`config.mk`:
```
export PLATFORM = sky130hd
export DESIGN_NAME = cfg_serial_loader
export DESIGN_NICKNAME = d
export VERILOG_FILES = /design/src/rtl/cfgld_pkg.sv /design/src/rtl/cfgld_pin_sync.sv /design/src/rtl/cfgld_phase_timer.sv /design/src/rtl/cfgld_bit_guard.sv /design/src/rtl/cfg_serial_loader.sv
export SDC_FILE = /design/constraint.sdc
export NUM_CORES = 1
export LEC_CHECK = 0
export CORE_UTILIZATION = 37
export CTS_BUF_LIST = sky130_fd_sc_hd__clkbuf_8 sky130_fd_sc_hd__clkbuf_16
export DETAILED_ROUTE_END_ITERATION = 7
export PLACE_DENSITY_LB_ADDON = 0.08
export REMOVE_ABC_BUFFERS = 1
export SKIP_CTS_REPAIR_TIMING = 1
export SLEW_MARGIN = 25
export SYNTH_ARGS = -nofsm -noshare
export SYNTH_HDL_FRONTEND = slang
export SYNTH_HIERARCHICAL = 1
export SYNTH_SLANG_ARGS = --single-unit
```
`constraint.sdc`:
```
create_clock -name clk -period 4.55 [get_ports clk]
set_input_delay 0.91 -clock clk [delete_from_list [all_inputs] [get_ports clk]]
set_output_delay 0.91 -clock clk [all_outputs]
set_load 0.05 [all_outputs]
```
`src/rtl/cfgld_pkg.sv`:
```
package cfgld_pkg;

    typedef enum logic [3:0] {
        PH_IDLE,
        PH_OPEN,
        PH_PROG,
        PH_WAIT_INIT,
        PH_SETTLE,
        PH_FETCH_HI,
        PH_FETCH_LO,
        PH_CCLK_HI,
        PH_CCLK_LO
    } phase_e;

    typedef struct packed {
        phase_e phase;
        logic   read_go;
        logic   prog_n;
        logic   sck;
        logic   cclk;
        logic   din;
        logic   init_prev;
        logic   ok;
        logic   crc;
        logic   init_to;
        logic   shift_to;
    } seq_t;

    function automatic int unsigned max2(input int unsigned a, input int unsigned b);
        return (a > b) ? a : b;
    endfunction

endpackage

```
`src/rtl/cfgld_pin_sync.sv`:
```
module cfgld_pin_sync #(
    parameter int unsigned STAGES  = 2,
    parameter logic        RST_VAL = 1'b0
) (
    input  logic clk,
    input  logic rst_n,
    input  logic d,
    output logic q
);
    logic [STAGES-1:0] chain_q;
    logic [STAGES-1:0] chain_d;

    generate
        if (STAGES == 1) begin : g_one
            always_comb chain_d = d;
        end else begin : g_many
            always_comb chain_d = {chain_q[STAGES-2:0], d};
        end
    endgenerate

    always_ff @(posedge clk or negedge rst_n) begin
        if (!rst_n) chain_q <= {STAGES{RST_VAL}};
        else        chain_q <= chain_d;
    end

    assign q = chain_q[STAGES-1];
endmodule

```
`src/rtl/cfgld_phase_timer.sv`:
```
module cfgld_phase_timer #(
    parameter int unsigned W = 8
) (
    input  logic         clk,
    input  logic         rst_n,
    input  logic         load,
    input  logic [W-1:0] load_val,
    output logic         zero
);
    logic [W-1:0] cnt_q, cnt_d;

    always_comb begin
        cnt_d = cnt_q;
        if (load)             cnt_d = load_val;
        else if (cnt_q != '0) cnt_d = cnt_q - 1'b1;
    end

    always_ff @(posedge clk or negedge rst_n) begin
        if (!rst_n) cnt_q <= '0;
        else        cnt_q <= cnt_d;
    end

    assign zero = (cnt_q == '0);

    // running timer steps down by one each cycle
    p_timer_step_r5: assert property (@(posedge clk) disable iff (!rst_n)
        (!load && cnt_q != '0) |=> (cnt_q == $past(cnt_q) - 1'b1));
endmodule

```
`src/rtl/cfgld_bit_guard.sv`:
```
module cfgld_bit_guard #(
    parameter int unsigned MAX_BITS = 1024,
    localparam int unsigned CW = $clog2(MAX_BITS + 1)
) (
    input  logic clk,
    input  logic rst_n,
    input  logic clr,
    input  logic tick,
    output logic full
);
    logic [CW-1:0] cnt_q, cnt_d;

    always_comb begin
        cnt_d = cnt_q;
        if (clr)                               cnt_d = '0;
        else if (tick && cnt_q != CW'(MAX_BITS)) cnt_d = cnt_q + 1'b1;
    end

    always_ff @(posedge clk or negedge rst_n) begin
        if (!rst_n) cnt_q <= '0;
        else        cnt_q <= cnt_d;
    end

    assign full = (cnt_q == CW'(MAX_BITS));

    p_guard_cap_r10: assert property (@(posedge clk) disable iff (!rst_n)
        cnt_q <= CW'(MAX_BITS));
endmodule

```
`src/rtl/cfg_serial_loader.sv`:
```
module cfg_serial_loader
    import cfgld_pkg::*;
#(
    parameter int unsigned CLK_HZ        = 50_000_000,
    parameter int unsigned PROG_LOW_CYC  = 8,
    parameter int unsigned INIT_WAIT_CYC = 2_000_000,
    parameter int unsigned SCK_HALF_CYC  = 2,
    parameter int unsigned CCLK_HALF_CYC = 3,
    parameter int unsigned MAX_BITS      = 4_000_000,
    parameter int unsigned SYNC_STAGES   = 2
) (
    input  logic clk,
    input  logic rst_n,
    input  logic start,
    output logic flash_read_go,
    output logic flash_sck,
    input  logic flash_miso,
    output logic tgt_prog_n,
    input  logic tgt_init,
    input  logic tgt_done,
    output logic tgt_cclk,
    output logic tgt_din,
    output logic busy,
    output logic done_ok,
    output logic crc_error,
    output logic init_timeout,
    output logic shift_timeout
);
    localparam int unsigned SETTLE_CYC = (CLK_HZ / 10000 == 0) ? 1 : CLK_HZ / 10000;
    localparam int unsigned TMR_MAX = max2(max2(max2(SETTLE_CYC, INIT_WAIT_CYC),
                                                max2(PROG_LOW_CYC, SCK_HALF_CYC)),
                                           CCLK_HALF_CYC);
    localparam int unsigned TW = $clog2(TMR_MAX + 1);

    seq_t q, d;
    logic init_s, done_s, tmr_zero, tmr_load, g_clr, g_tick, g_full, in_shift;
    logic [TW-1:0] tmr_val;

    // PROG_LOW_CYC should exceed SYNC_STAGES so the init sync sees the target's reset
    cfgld_pin_sync #(.STAGES(SYNC_STAGES), .RST_VAL(1'b0)) u_sync_init (
        .clk(clk), .rst_n(rst_n), .d(tgt_init), .q(init_s));
    cfgld_pin_sync #(.STAGES(SYNC_STAGES), .RST_VAL(1'b0)) u_sync_done (
        .clk(clk), .rst_n(rst_n), .d(tgt_done), .q(done_s));
    cfgld_phase_timer #(.W(TW)) u_timer (
        .clk(clk), .rst_n(rst_n), .load(tmr_load), .load_val(tmr_val), .zero(tmr_zero));
    cfgld_bit_guard #(.MAX_BITS(MAX_BITS)) u_guard (
        .clk(clk), .rst_n(rst_n), .clr(g_clr), .tick(g_tick), .full(g_full));

    assign in_shift = (q.phase == PH_FETCH_HI) || (q.phase == PH_FETCH_LO) ||
                      (q.phase == PH_CCLK_HI)  || (q.phase == PH_CCLK_LO);

    always_comb begin
        d         = q;
        d.read_go = 1'b0;
        tmr_load  = 1'b0;
        tmr_val   = '0;
        g_clr     = 1'b0;
        g_tick    = 1'b0;
        unique case (q.phase)
            PH_IDLE: begin
                if (start) begin
                    d.phase    = PH_OPEN;
                    d.read_go  = 1'b1;
                    d.ok       = 1'b0;
                    d.crc      = 1'b0;
                    d.init_to  = 1'b0;
                    d.shift_to = 1'b0;
                    g_clr      = 1'b1;
                end
            end
            PH_OPEN: begin
                d.prog_n = 1'b0;
                tmr_load = 1'b1;
                tmr_val  = TW'(PROG_LOW_CYC - 1);
                d.phase  = PH_PROG;
            end
            PH_PROG: begin
                if (tmr_zero) begin
                    d.prog_n = 1'b1;
                    tmr_load = 1'b1;
                    tmr_val  = TW'(INIT_WAIT_CYC - 1);
                    d.phase  = PH_WAIT_INIT;
                end
            end
            PH_WAIT_INIT: begin
                if (init_s) begin
                    d.init_prev = 1'b1;
                    tmr_load    = 1'b1;
                    tmr_val     = TW'(SETTLE_CYC - 1);
                    d.phase     = PH_SETTLE;
                end else if (tmr_zero) begin
                    d.init_to = 1'b1;
                    d.phase   = PH_IDLE;
                end
            end
            PH_SETTLE: begin
                d.init_prev = init_s;
                if (tmr_zero) begin
                    d.sck    = 1'b1;
                    tmr_load = 1'b1;
                    tmr_val  = TW'(SCK_HALF_CYC - 1);
                    d.phase  = PH_FETCH_HI;
                end
            end
            PH_FETCH_HI: begin
                if (tmr_zero) begin
                    d.din    = flash_miso;
                    d.sck    = 1'b0;
                    tmr_load = 1'b1;
                    tmr_val  = TW'(SCK_HALF_CYC - 1);
                    d.phase  = PH_FETCH_LO;
                end
            end
            PH_FETCH_LO: begin
                if (tmr_zero) begin
                    d.cclk   = 1'b1;
                    tmr_load = 1'b1;
                    tmr_val  = TW'(CCLK_HALF_CYC - 1);
                    d.phase  = PH_CCLK_HI;
                end
            end
            PH_CCLK_HI: begin
                if (tmr_zero) begin
                    d.cclk   = 1'b0;
                    g_tick   = 1'b1;
                    tmr_load = 1'b1;
                    tmr_val  = TW'(CCLK_HALF_CYC - 1);
                    d.phase  = PH_CCLK_LO;
                end
            end
            PH_CCLK_LO: begin
                if (tmr_zero) begin
                    if (done_s) begin
                        d.ok    = 1'b1;
                        d.phase = PH_IDLE;
                    end else if (g_full) begin
                        d.shift_to = 1'b1;
                        d.phase    = PH_IDLE;
                    end else begin
                        d.sck    = 1'b1;
                        tmr_load = 1'b1;
                        tmr_val  = TW'(SCK_HALF_CYC - 1);
                        d.phase  = PH_FETCH_HI;
                    end
                end
            end
            default: d.phase = PH_IDLE;
        endcase

        if (in_shift) begin
            d.init_prev = init_s;
            if (q.init_prev && !init_s) begin
                d.crc     = 1'b1;
                d.ok      = 1'b0;
                d.sck     = 1'b0;
                d.cclk    = 1'b0;
                d.phase   = PH_IDLE;
                tmr_load  = 1'b0;
                g_tick    = 1'b0;
            end
        end
    end

    always_ff @(posedge clk or negedge rst_n) begin
        if (!rst_n) begin
            q           <= '0;
            q.phase     <= PH_IDLE;
            q.prog_n    <= 1'b1;
        end else begin
            q <= d;
        end
    end

    assign flash_read_go = q.read_go;
    assign flash_sck     = q.sck;
    assign tgt_prog_n    = q.prog_n;
    assign tgt_cclk      = q.cclk;
    assign tgt_din       = q.din;
    assign busy          = (q.phase != PH_IDLE);
    assign done_ok       = q.ok;
    assign crc_error     = q.crc;
    assign init_timeout  = q.init_to;
    assign shift_timeout = q.shift_to;

    p_idle_pins_r1: assert property (@(posedge clk) disable iff (!rst_n)
        !busy |-> (tgt_prog_n && !tgt_cclk && !flash_sck));
    p_strobe_single_r2: assert property (@(posedge clk) disable iff (!rst_n)
        flash_read_go |=> (!flash_read_go && !tgt_prog_n));
    p_prog_after_strobe_r3: assert property (@(posedge clk) disable iff (!rst_n)
        $fell(tgt_prog_n) |-> $past(flash_read_go));
    p_no_cclk_waiting_r4: assert property (@(posedge clk) disable iff (!rst_n)
        (q.phase == PH_WAIT_INIT || q.phase == PH_PROG) |-> (!tgt_cclk && !flash_sck));
    p_clk_overlap_r6: assert property (@(posedge clk) disable iff (!rst_n)
        !(flash_sck && tgt_cclk));
    p_din_hold_r6: assert property (@(posedge clk) disable iff (!rst_n)
        (tgt_cclk && $past(tgt_cclk)) |-> $stable(tgt_din));
    p_one_flag_r11: assert property (@(posedge clk) disable iff (!rst_n)
        $countones({done_ok, crc_error, init_timeout, shift_timeout}) <= 1);
    p_flags_hold_r11: assert property (@(posedge clk) disable iff (!rst_n)
        (!busy && !start) |=> $stable({done_ok, crc_error, init_timeout, shift_timeout}));
    p_crc_stop_r9: assert property (@(posedge clk) disable iff (!rst_n)
        $rose(crc_error) |-> (!busy && !tgt_cclk && !flash_sck));
endmodule

```
# Word-level counts from Yosys, hierarchy flattened
# Index checks and enable logic that the tools add are counted.
[word_totals] reg_bits=61 inputBits=6 output_inout_bits=10 wordCells=127
[op_classes] eq_ne=18 n_reduce_logical=24 addsub=2 muxes=68
[ops] cell="$pmux W21 S6" count=1
[ops] cell="$mux W21" count=3
[ops] cell="$mux W4" count=12
[ops] cell="$mux W22" count=2
[ops] cell="$pmux W4 S9" count=1
[ops] cell="$mux W1" count=33
[ops] cell="$add A22 B1 Y22 const B" count=1
[ops] cell="$eq A22 B22 Y1 const B" count=1
[ops] cell="$ne A22 B22 Y1 const B" count=1
[ops] cell="$logic_not A21 Y1" count=1
[ops] cell="$reduce_bool A21 Y1" count=1
[ops] cell="$sub A21 B1 Y21 const B" count=1
[ops] cell="$eq A4 B3 Y1 const B" count=4
[ops] cell="$ne A2 B2 Y1 const B" count=7
[ops] cell="$mux W13" count=1
[ops] cell="$pmux W1 S2" count=6
[ops] cell="$reduce_bool A2 Y1" count=5
[ops] cell="$eq A4 B2 Y1 const B" count=2
[ops] cell="$mux W2" count=4
[ops] cell="$mux W3" count=2
[ops] cell="$reduce_and A2 Y1" count=3
[ops] cell="$mux W5" count=1
[ops] cell="$reduce_and A5 Y1" count=1
[ops] cell="$reduce_or A5 Y1" count=1
[ops] cell="other kinds (13)" count=17

# Longest topological paths before layout
[depth] depth_word=8 depth_mapped=14 depth_no_buf=12

# Hierarchy
# The synthesis kept the hierarchy.
[by_module_without_submodules] module="cfgld_bit_guard" n_inst=1 cells_each=132 seq_area_each_um2=550.5 area_each_um2=1258.7
[by_module_without_submodules] module="cfgld_phase_timer" n_inst=1 cells_each=125 seq_area_each_um2=525.5 area_each_um2=1212.4
[by_module_without_submodules] module="cfg_serial_loader" n_inst=1 cells_each=115 seq_area_each_um2=351.6 area_each_um2=963.4
[by_module_without_submodules] module="cfgld_pin_sync" n_inst=2 cells_each=2 seq_area_each_um2=50.0 area_each_um2=50.0

# Least setup slack after synthesis
# OpenSTA, ideal clock, no wires.
[synth_timing] kind="register to register" start="register u_timer.cnt_q[16]" end="register u_guard.cnt_q[21]" t_required_ns=4.425 stages_incl_launch_ff=13 path_buffers=4 setup_slack_ns=0.945 setup_ns=0.125 period_less_slack_ns=3.605 arrival_ns=3.480 cell_sequence="dfrtp_1 -> or3_4 -> or4b_4 -> nor3_2 -> buf_6 -> buf_2 -> buf_1 -> nand2_1 -> nor3_1 -> clkbuf_1 -> nand3_1 -> nor4_1 -> mux2_2"
[synth_between] elab_chain_cells=7
[synth_lines] item="start, declared" line_no="cfgld_phase_timer.sv:10" source="logic [W-1:0] cnt_q, cnt_d;"
[synth_lines] item="start signal, assigned" line_no="cfgld_phase_timer.sv:20" source="else cnt_q <= cnt_d;"
[synth_lines] item="$logic_not A21 Y1 *" line_no="cfgld_phase_timer.sv:23" source="assign zero = (cnt_q == '0);"
[synth_lines] item="via tmr_zero" line_no="cfg_serial_loader.sv:36" source="logic init_s, done_s, tmr_zero, tmr_load, g_clr, g_tick, g_full, in_shift;"
[synth_lines] item="$mux W1 *" line_no="cfg_serial_loader.sv:123" source="if (tmr_zero) begin"
[synth_lines] item="$mux W1 *" line_no="cfg_serial_loader.sv:59" source="unique case (q.phase)"
[synth_lines] item="$mux W1" line_no="cfg_serial_loader.sv:152" source="if (q.init_prev && !init_s) begin"
[synth_lines] item="$mux W1 *" line_no="cfg_serial_loader.sv:150" source="if (in_shift) begin"
[synth_lines] item="via g_tick" line_no="cfg_serial_loader.sv:36"
[synth_lines] item="$logic_and A1 B1 Y1 *" line_no="cfgld_bit_guard.sv:16" source="else if (tick && cnt_q != CW'(MAX_BITS)) cnt_d = cnt_q + 1'b1;"
[synth_lines] item="$reduce_bool A2 Y1 (no source line) *"
[synth_lines] item="end signal, assigned" line_no="cfgld_bit_guard.sv:21" source="else cnt_q <= cnt_d;"
[synth_lines] item="end, declared" line_no="cfgld_bit_guard.sv:11" source="logic [CW-1:0] cnt_q, cnt_d;"
# Mark *: on every way through the listed nets, which the timed path passes. The rest lies on a longest branch.
# A chain may end at the register's enable or synchronous reset.

# Worst setup path in the final report
[layout_timing] start="register u_timer.cnt_q[9]" end="register u_guard.cnt_q[21]"
# Same word-level chain as after synthesis.

==> summary by stage <==
Outcome
The flow ran to the end, and the final reports show no timing, DRC or antenna violations.

Global routing
The number of antenna violations at the first check in global routing came to 0. Entering global routing, the biggest net connects 37 pins. The number of global-route vias before repair is between 2k and 3k. Global routing used between 10% and 20% of the available tracks across all layers.

The first global-routing pass estimated between 10000 and 15000 um of wire. The remaining global-route overflow is 0.

Yosys
Counting every instance in the synthesized netlist gives ~380. The cell with the most instances after synthesis is sky130_fd_sc_hd__dfrtp_1. In the synthesized netlist the dominant register cell turns out to be sky130_fd_sc_hd__dfrtp_1. The number of synthesized flops with an enable pin is 0. The number of distinct library cells after synthesis is 67. The number of storage elements in the synthesis netlist is between 60 and 70. The fraction of the yosys area taken by sequential cells is between 40% and 50%. Yosys attributes the largest share of cell area to sky130_fd_sc_hd__dfrtp_1, sky130_fd_sc_hd__nor2_1, sky130_fd_sc_hd__xor2_1. After synthesis, the most frequently instantiated cells are sky130_fd_sc_hd__dfrtp_1, sky130_fd_sc_hd__nor2_1, sky130_fd_sc_hd__nand2_1. The synthesized netlist occupies a cell area of between 3000 and 4000 um^2. The share of synthesized registers carrying an async set or reset is 100%. The number of warnings reported in the yosys synthesis log is 6.

The post-synthesis average cell area is approximately 9.4 um^2. The dominant cell type by area after synthesis is sky130_fd_sc_hd__dfrtp_1. The area share of the leading cell type in the synthesized netlist is 42.5%.

Clock tree
The longest clock path from root to sink contains 2 buffers. The tree is rooted in a sky130_fd_sc_hd__clkbuf_8. The later-pin clock latency in the skew report is roughly 0.34 ns. The H-tree was split into 3 levels. For this design, the sink count on the clock tree is about 60.

TritonCTS built the clock tree. The clock transition at the registers of the reported paths is 0.08 ns. The number of buffers created by CTS is 9.

Route
The final wirelength is around 7900 um. The iteration-0 DRC count of the detailed router is 99. The detailed-route vias per instance is approximately 5.4. The average wire per standard cell is 15.0 um. The DRC violations left is 0. The post-detailed-route count of antenna-violating nets is 0. The via count of the routed design is around 2.9k. The first-pass detailed-route iteration total is 4.

Cells and area
The final design area excluding fillers is around 4000 um^2. The total number of nets in the final design is about 400. The post-route netlist has 10.4% of its cells at a drive strength greater than 1. For this run, the share of the core covered by cells in the final layout is between 40% and 50%. The antenna cell count is 0.

Relative to the synthesized area, the layout overhead comes to 13.0%.

Placement
In this run the tool buffered the top-level ports with 15 buffer cells. Summing all placed instances gives a cell area of ~3800 um^2. At the end of routability-driven placement, the weighted congestion stood at approximately 0.77. The HPWL after detailed placement is between 5000 and 6000 um.

STA
Setup repair after global routing left no endpoint under its margin. The tightest slew margin relative to the limit is between 40 and 50%. The final number of hold-violating endpoints is 0. The routed design could run at a clock period as short as ~3.7 ns. For the final routed database, the setup TNS stands at 0 ns. The final number of max-transition violations came to 0.

At the pin with the least slew margin, the transition time is 0.891 ns. The worst path uses 81.1% of the clock period. Between clock sinks in the finished design, the worst skew comes to approximately 0.014 ns. Setup violations remaining at the end of the flow were counted as 0. Static timing analysis puts the maximum clock frequency at 271 MHz.

Critical path
The worst setup path is launched from a flip-flop. The critical path class is flip-flop to flip-flop. Data arrives at the worst endpoint at just under 4 ns. The data required time at the worst endpoint is roughly 4.8 ns. The largest fanout on the critical path is 19. The kind of capture point of the worst setup path is a flip-flop.

Pwr
The leakage component of the power is roughly 1.7 nW. Dividing total power by cell area gives a power density of around 530 nW/um^2. The worst-case IR drop observed on VDD is 0.171 mV.

Floorplan
The horizontal die dimension is ~100 um. The initial utilization of the core area, before any placement, comes to a little under two fifths. The die covers roughly 9900 um^2. After floorplanning, the core was sized to cover a little over 9000 um^2. In this run the count of I/O pins placed on the die edge is 16. The die height is approximately 100 um. In this run the core area contains 35 standard-cell rows.

Worst hold path
The classification of the worst-slack hold path is flip-flop to flip-flop.

Job
Max-cap violations in this run came to 0.
## cell type report
type	count	area (um^2)
well taps	129	161
fillers	921	5250
inverters	14	52.6
clock inverters	7	67.6
flip-flops and latches	61	1530
repair buffers	20	183
clock buffers	9	124
multi-input cells	285	1880
## layout by cell type, fill, tap and decap left out, types with 4 or more instances in the layout
cell / n
sky130_fd_sc_hd__dfrtp_1: 60
sky130_fd_sc_hd__nor2_1: 33
sky130_fd_sc_hd__nand2_1: 26
sky130_fd_sc_hd__a21oi_1: 21
sky130_fd_sc_hd__nand3_1: 16
sky130_fd_sc_hd__clkdlybuf4s50_1: 14
sky130_fd_sc_hd__xor2_1: 14
sky130_fd_sc_hd__inv_1: 13
sky130_fd_sc_hd__o21ai_0: 13
sky130_fd_sc_hd__or4_1: 12
sky130_fd_sc_hd__o31ai_1: 11
sky130_fd_sc_hd__nand4_1: 9
sky130_fd_sc_hd__clkbuf_8: 9
sky130_fd_sc_hd__nor3_1: 8
sky130_fd_sc_hd__a31oi_1: 8
sky130_fd_sc_hd__nor4_1: 7
sky130_fd_sc_hd__nand2b_1: 7
sky130_fd_sc_hd__xnor2_1: 7
sky130_fd_sc_hd__a22o_1: 7
sky130_fd_sc_hd__and3_1: 6
sky130_fd_sc_hd__nor2b_1: 5
sky130_fd_sc_hd__buf_4: 5
sky130_fd_sc_hd__and2_1: 5
sky130_fd_sc_hd__mux2i_1: 4
sky130_fd_sc_hd__o21ai_1: 4
sky130_fd_sc_hd__or3_1: 4
sky130_fd_sc_hd__o21a_1: 4
sky130_fd_sc_hd__and4_1: 4
sky130_fd_sc_hd__ha_1: 4
sky130_fd_sc_hd__conb_1: 4
## kinds of logic after synthesis
group	synth area share (%)
buffers and inverters	4.39
AND/OR/NAND/NOR	25.9
adder cells (fa/ha/maj)	1.42
XOR/XNOR	5.20
AO/OA/AOI/OAI	16.7
other	0.106
multiplexers	3.04
flip-flops	43.2
## report_power, final
| part | internal [mW] | switching (mW) | total [mW] |
|---|---|---|---|
| sequential | 0.690 | 0.197 | 0.887 |
| clock | 0.250 | 0.218 | 0.468 |
| combinational | 0.314 | 0.443 | 0.757 |
## routing by layer
metal | global-route usage, % | share of wire (%) | vias up
met5 | 0 | 0 | -
met4 | 4.75 | 0.84 | 0
met3 | 4.50 | 4.1 | 4
met2 | 28.0 | 46 | 47
met1 | 24.6 | 49 | 1389
li1 | - | - | 1414
## final timing paths
path                                                  start                               end  slack [ns]  depth (start not counted)
setup / recovery               u_timer/cnt_q[9]$_DFFE_PN0P_     u_guard/cnt_q[21]$_DFFE_PN0P_        0.86                          9
hold / removal             u_sync_init/chain_q[0]$_DFF_PN0_  u_sync_init/chain_q[1]$_DFF_PN0_        0.35                          0
setup reg to reg               u_timer/cnt_q[9]$_DFFE_PN0P_     u_guard/cnt_q[21]$_DFFE_PN0P_        0.86                          9
hold reg to reg            u_sync_init/chain_q[0]$_DFF_PN0_  u_sync_init/chain_q[1]$_DFF_PN0_        0.35                          0
max in group asynchronous                             rst_n            tgt_prog_n$_DFFE_PN1P_        3.06                          2
min in group asynchronous                             rst_n                   q[10]$_DFF_PN0_        0.58                          1
## stage by stage
step                hold WS, ns  instances  total power [mW]  setup WS, ns
floorplan                 0.331        360              1.43         0.273
global placement          0.334        509              1.64         0.685
detailed placement        0.336        509              1.65         0.542
CTS                       0.353        525              2.13         0.531
global route              0.359        525              2.28         0.379
finish                    0.350        525              2.11         0.859
## critical path, stage by stage, from the launching register on
cell and delay [ns]:
sky130_fd_sc_hd__dfrtp_1 0.43, sky130_fd_sc_hd__nor4_1 0.47, sky130_fd_sc_hd__nand3_1 0.41, sky130_fd_sc_hd__nor3_4 0.39, sky130_fd_sc_hd__nand2_1 0.15, sky130_fd_sc_hd__nor3_1 0.25
sky130_fd_sc_hd__buf_4 0.20, sky130_fd_sc_hd__nand3_1 0.45, sky130_fd_sc_hd__nor4_1 0.46, sky130_fd_sc_hd__mux2_2 0.38
## state kept, by name, summed over array words and instances, names as in the netlist, 2 cells and up
register	flops
u_timer/cnt_q	21
q	5
u_sync_done/chain_q	2
u_guard/cnt_q	22
u_sync_init/chain_q	2
No activity file was read; power rests on OpenSTA's default activity.
